### config.mk
export PLATFORM = sky130hd
export DESIGN_NAME = vaddr_xlate
export DESIGN_NICKNAME = d
export VERILOG_FILES = /design/src/rtl/vaddr_xlate.sv
export SDC_FILE = /design/constraint.sdc
export NUM_CORES = 1
export LEC_CHECK = 0
export ABC_AREA = 1
export BUFFER_PORTS_ARGS = -buffer_cell sky130_fd_sc_hd__buf_2
export CAP_MARGIN = 0
export CORE_AREA = 2 2 101 103
export DETAILED_ROUTE_END_ITERATION = 8
export DIE_AREA = 0 0 103 105
export GPL_ROUTABILITY_DRIVEN = 0
export HOLD_SLACK_MARGIN = 0.06
export PLACE_DENSITY_LB_ADDON = 0.1
export REMOVE_ABC_BUFFERS = 1
export SETUP_SLACK_MARGIN = 0.2
export SYNTH_ARGS = -nofsm -noshare
export SYNTH_HDL_FRONTEND = slang
export SYNTH_SLANG_ARGS = --single-unit
export TNS_END_PERCENT = 20
### constraint.sdc
create_clock -name clk -period 2.03 [get_ports clk]
set_input_delay 0.406 -clock clk [delete_from_list [all_inputs] [get_ports clk]]
set_output_delay 0.406 -clock clk [all_outputs]
set_load 0.02 [all_outputs]
### src/rtl/vaddr_xlate.sv
module vaddr_xlate #(
  parameter int PFN_W  = 20,
  parameter int ASID_W = 8
) (
  input  logic             clk,
  input  logic             rst_n,
  input  logic [31:0]      va,
  input  logic             is_write,
  input  logic             user_mode,
  input  logic             err_level,
  input  logic             acc_valid,
  input  logic             tlb_hit,
  input  logic             tlb_valid,
  input  logic             tlb_dirty,
  input  logic [PFN_W-1:0] tlb_pfn,
  input  logic [31:0]      cur_context,
  input  logic [31:0]      cur_entryhi,
  output logic             tlb_req,
  output logic [31:0]      pa,
  output logic             can_read,
  output logic             can_write,
  output logic             fault,
  output logic [4:0]       exc_code,
  output logic             refill,
  output logic [31:0]      badva_q,
  output logic [31:0]      context_q,
  output logic [31:0]      entryhi_q
);
  localparam int OFF_W = 32 - PFN_W;
  localparam logic [4:0] EXC_NONE = 5'd0;
  localparam logic [4:0] EXC_MOD  = 5'd1;
  localparam logic [4:0] EXC_TLBL = 5'd2;
  localparam logic [4:0] EXC_TLBS = 5'd3;
  localparam logic [4:0] EXC_ADEL = 5'd4;
  localparam logic [4:0] EXC_ADES = 5'd5;

  logic addr_err, low_half, win_k0, win_k1, bypass_low;
  logic capture;

  assign low_half   = ~va[31];
  assign win_k0     = va[31:29] == 3'b100;
  assign win_k1     = va[31:29] == 3'b101;
  assign addr_err   = user_mode & va[31];
  assign bypass_low = low_half & err_level;
  assign tlb_req    = ~addr_err & ~bypass_low & ~win_k0 & ~win_k1;

  always_comb begin
    pa        = '0;
    can_read  = 1'b0;
    can_write = 1'b0;
    exc_code  = EXC_NONE;
    refill    = 1'b0;
    if (addr_err) begin
      exc_code = is_write ? EXC_ADES : EXC_ADEL;
    end else if (bypass_low) begin
      pa        = va;
      can_read  = 1'b1;
      can_write = 1'b1;
    end else if (win_k0 || win_k1) begin
      pa        = {3'b000, va[28:0]};
      can_read  = 1'b1;
      can_write = 1'b1;
    end else if (!tlb_hit) begin
      exc_code = is_write ? EXC_TLBS : EXC_TLBL;
      refill   = 1'b1;
    end else if (!tlb_valid) begin
      exc_code = is_write ? EXC_TLBS : EXC_TLBL;
    end else if (is_write && !tlb_dirty) begin
      exc_code = EXC_MOD;
    end else begin
      pa        = {tlb_pfn, va[OFF_W-1:0]};
      can_read  = 1'b1;
      can_write = tlb_dirty;
    end
  end

  assign fault   = exc_code != EXC_NONE;
  assign capture = fault & acc_valid;

  always_ff @(posedge clk or negedge rst_n) begin
    if (!rst_n) begin
      badva_q   <= '0;
      context_q <= '0;
      entryhi_q <= '0;
    end else if (capture) begin
      badva_q   <= va;
      context_q <= {cur_context[31:23], va[31:13], 4'b0000};
      entryhi_q <= {va[31:12], {(12-ASID_W){1'b0}}, cur_entryhi[ASID_W-1:0]};
    end
  end

  p_ade_r1: assert property (@(posedge clk) disable iff (!rst_n)
    (user_mode && va[31]) |-> (fault && !tlb_req && exc_code == (is_write ? 5'd5 : 5'd4)));

  p_k0_bypass_r3: assert property (@(posedge clk) disable iff (!rst_n)
    (!user_mode && va[31:29] == 3'b100) |-> (!tlb_req && !fault && pa[31:29] == 3'b000));

  p_refill_miss_r6: assert property (@(posedge clk) disable iff (!rst_n)
    refill |-> (fault && tlb_req && !tlb_hit));

  p_mod_write_r8: assert property (@(posedge clk) disable iff (!rst_n)
    (exc_code == 5'd1) |-> (is_write && tlb_hit && !tlb_dirty));

  p_fault_quiet_r9: assert property (@(posedge clk) disable iff (!rst_n)
    fault |-> (pa == 32'd0 && !can_read && !can_write));

  p_capture_r10: assert property (@(posedge clk) disable iff (!rst_n)
    (fault && acc_valid) |=> (badva_q == $past(va)));

  p_hold_r12: assert property (@(posedge clk) disable iff (!rst_n)
    !(fault && acc_valid) |=> ($stable(badva_q) && $stable(context_q) && $stable(entryhi_q)));
endmodule

==> results.md <==
- Status: complete, no violations
- Synth cell types: 18
- Mapped Area: 0.00288 mm²
- Max VDD drop: around 0.27 mV
- Final WL: approximately 8800 µm
- Critical path class: primary input to output port
- Total CTS buffers: 5
- Simple-gate share of the synthesized area: about a third
- DRC: 0
- Worst setup startpoint: va[30]
- Arrival time worst endpoint: around 1.4 ns
- Final core occ: between 40% and 50%
- Final setup violation count: 0
- Max clock buf depth: 2
- DR vias: between 2000 and 3000
- Final hold violation count: 0
- PD cells: between 800 and 900 mW/mm²
- Antenna Cells: 0
- Max-slew headroom: 57.9%
- Gr ovfl total: 0
- Hold/Removal Path Class: primary input to async pin
- Least-Margin Pin Slew: roughly 0.63 ns
- Final min period: about 1.8 ns
- Final hold slack: between 0.2 and 0.25 ns
- Gate Count Post-Synth: between 300 and 400
- Clock Skew: 0 ns
- Launch point of the worst reg-to-reg path: badva_q[21]
- Initial antenna violation count: 0
- Post-DP HPWL: 6360 µm
- Xor and xnor area share after synthesis: 0%
- Final net count: 672
- Port buffer count: ~210
- CTS root buffer: clkbuf_8
- CTS H-tree depth: 2
- CP max FO: 7
- Yosys reg bits: around 50
- Clock Latency Late Sink: 0.29 ns
- TritonCTS clock tree: done
- GRT Overall Usage: between 10% and 20%
- Largest family of logic cells by synthesized area: simple AND/OR/NAND/NOR gates
- Fin crit share: about 90%
- Vias in the first global route: approximately 2600
- Drt wl/cell: 12.9 µm
- Max cap viols: 0
- Final setup TNS: 0 ns
- Lkg Pwr: between 0.002 and 0.0025 µW
- Detailed-router iteration count before antenna repair: 4
- Synth Area in Compound Gates: around 3.6%
- P&R area growth vs syn: 42.2%
- Adder-cell share of the synthesized area: 0%
- RSZ-0062 raised after global routing: true
- Clk slew on worst S/H paths: roughly 0.09 ns
- Critical Path End Type: output port
- Post-CTS Hold Fix Bufs: 0
- First-pass GRT wire length: approximately 13000 µm
- Largest net degree at the start of global routing: 50
- Number of routed nets with antenna violations: 0
- Layout cells sized above 1: about 47%
- Mean Syn Cell Area: 7.60 µm²
- Mux contribution to synthesized area: 0%
- Vias per std cell: roughly 4.2
- Sink Count: 49
- Die Ht: roughly 110 µm
- FP Rows: 36
- Crit start category: primary input
- Die Wd: between 100 and 150 µm
- Multi-input logic area: approximately 0.0012 mm²
- Core ar.: a little under 0.01 mm²
- Initial core utilization: between 20% and 30%
- Register area share after synthesis: a little over two fifths
- Warnings from Yosys: 0
- F_max: 0.542 GHz
- Req. time, crit path: 1.62 ns
- FF/Latch Area: roughly 0.0012 mm²
- Die area: 0.0108 mm²
- Max-slew violations: 0
- Fillers: roughly 1100
- Io pins: approximately 260
- Initial drt markers: 63
[cell usage in the layout, fill, tap and decap left out, drive strengths merged]
cell type	netlist	final
dfrtp	49	49
inv	22	22
nand2	146	146
nor2	17	17
conb	1	10
o21ai	1	1
a21oi	19	19
buf	65	222
bufinv	0	1
nand3	53	53
clkbuf	6	8
[sequential cells by signal (all words and copies together) (netlist names)]
register   flops
badva_q       31
context_q     10
entryhi_q      8
[layout make-up]
| type | instances | area share [%] |
|---|---|---|
| Clock buffer | 7 | 2.11 |
| Clock inverter | 1 | 0.733 |
| Inverter | 22 | 2.14 |
| Multi-Input combinational cell | 246 | 29.0 |
| Sequential cell | 49 | 29.9 |
| Tap cell | 133 | 4.06 |
| Timing Repair Buffer | 223 | 32.1 |
[timing repair]
| item | CTS | global route |
|---|---|---|
| setup buffers | 2 | 4 |
| pin swaps | 2 | 11 |
| resized for setup | 11 | 46 |
| setup endpoints to repair | 30 | 33 |
| cloned | 0 | 1 |
[worst max-delay path, stage by stage]
cell	delay, ns
buf_6	0.08
inv_2	0.04
nand2_4	0.09
nand2_8	0.08
nor2_8	0.21
clkbuf_16	0.20
nand2_4	0.05
a21oi_2	0.13
buf_4	0.15
[kinds of logic after synthesis]
group	Yosys count
other cells	1
simple gates	216
buf+inv	93
flops	49
compound gates	20
[cells in the mapped netlist]
master      n  area, µm²
nand2_1   141        529
nand3_1    52        260
buf_4      50        375
dfrtp_1    49       1230
inv_1      20       75.1
a21oi_1    19       95.1
nor2_1     16       60.1
buf_6       9        101
buf_2       6       30.0
clkbuf_1    6       22.5
inv_2       2       7.51
nand2_2     2       12.5
nand2_4     2       22.5
conb_1      1       3.75
nand2_8     1       20.0
nand3_2     1       10.0
nor2_8      1       20.0
o21ai_2     1       8.76
[metal layers]
metal	GRT usage, %	wire length [µm]	vias up
met5	0	0	-
met4	4.51	139	0
met2	25.3	4200	139
met3	3.14	686	10
li1	-	-	1447
met1	20.4	3790	1292
[through the flow]
stage | total power [µW] | instances | cell area, µm² | setup slack (ns)
2_1_floorplan | 1990 | 317 | 2380 | 0.225
3_3_place_gp | 2580 | 666 | 3700 | 0.0551
3_5_place_dp | 2580 | 666 | 3700 | 0.0600
4_1_cts | 3340 | 676 | 3860 | 0.187
5_1_grt | 3560 | 681 | 4100 | 0.131
6_report | 3330 | 681 | 4100 | 0.185
[path summary, 6_finish.rpt]
kind,endpoint,slack (ns),depth (start not counted)
hold reg to reg,badva_q[7],0.47,2
hold / removal,badva_q[4],0.20,2
setup reg to reg,badva_q[21],1.36,2
min in group clk,context_q[31],0.34,3
max in group asynchronous,badva_q[22],1.39,2
setup / recovery,pa[15],0.19,9
[power by group]
part | internal [µW] | switching (µW) | leakage [µW]
Sequential | 1140 | 117 | 0.000601
Combinational | 465 | 897 | 0.00180
Clock | 402 | 317 | 0.0000585
Note: power is estimated with default switching activity, not from simulation.
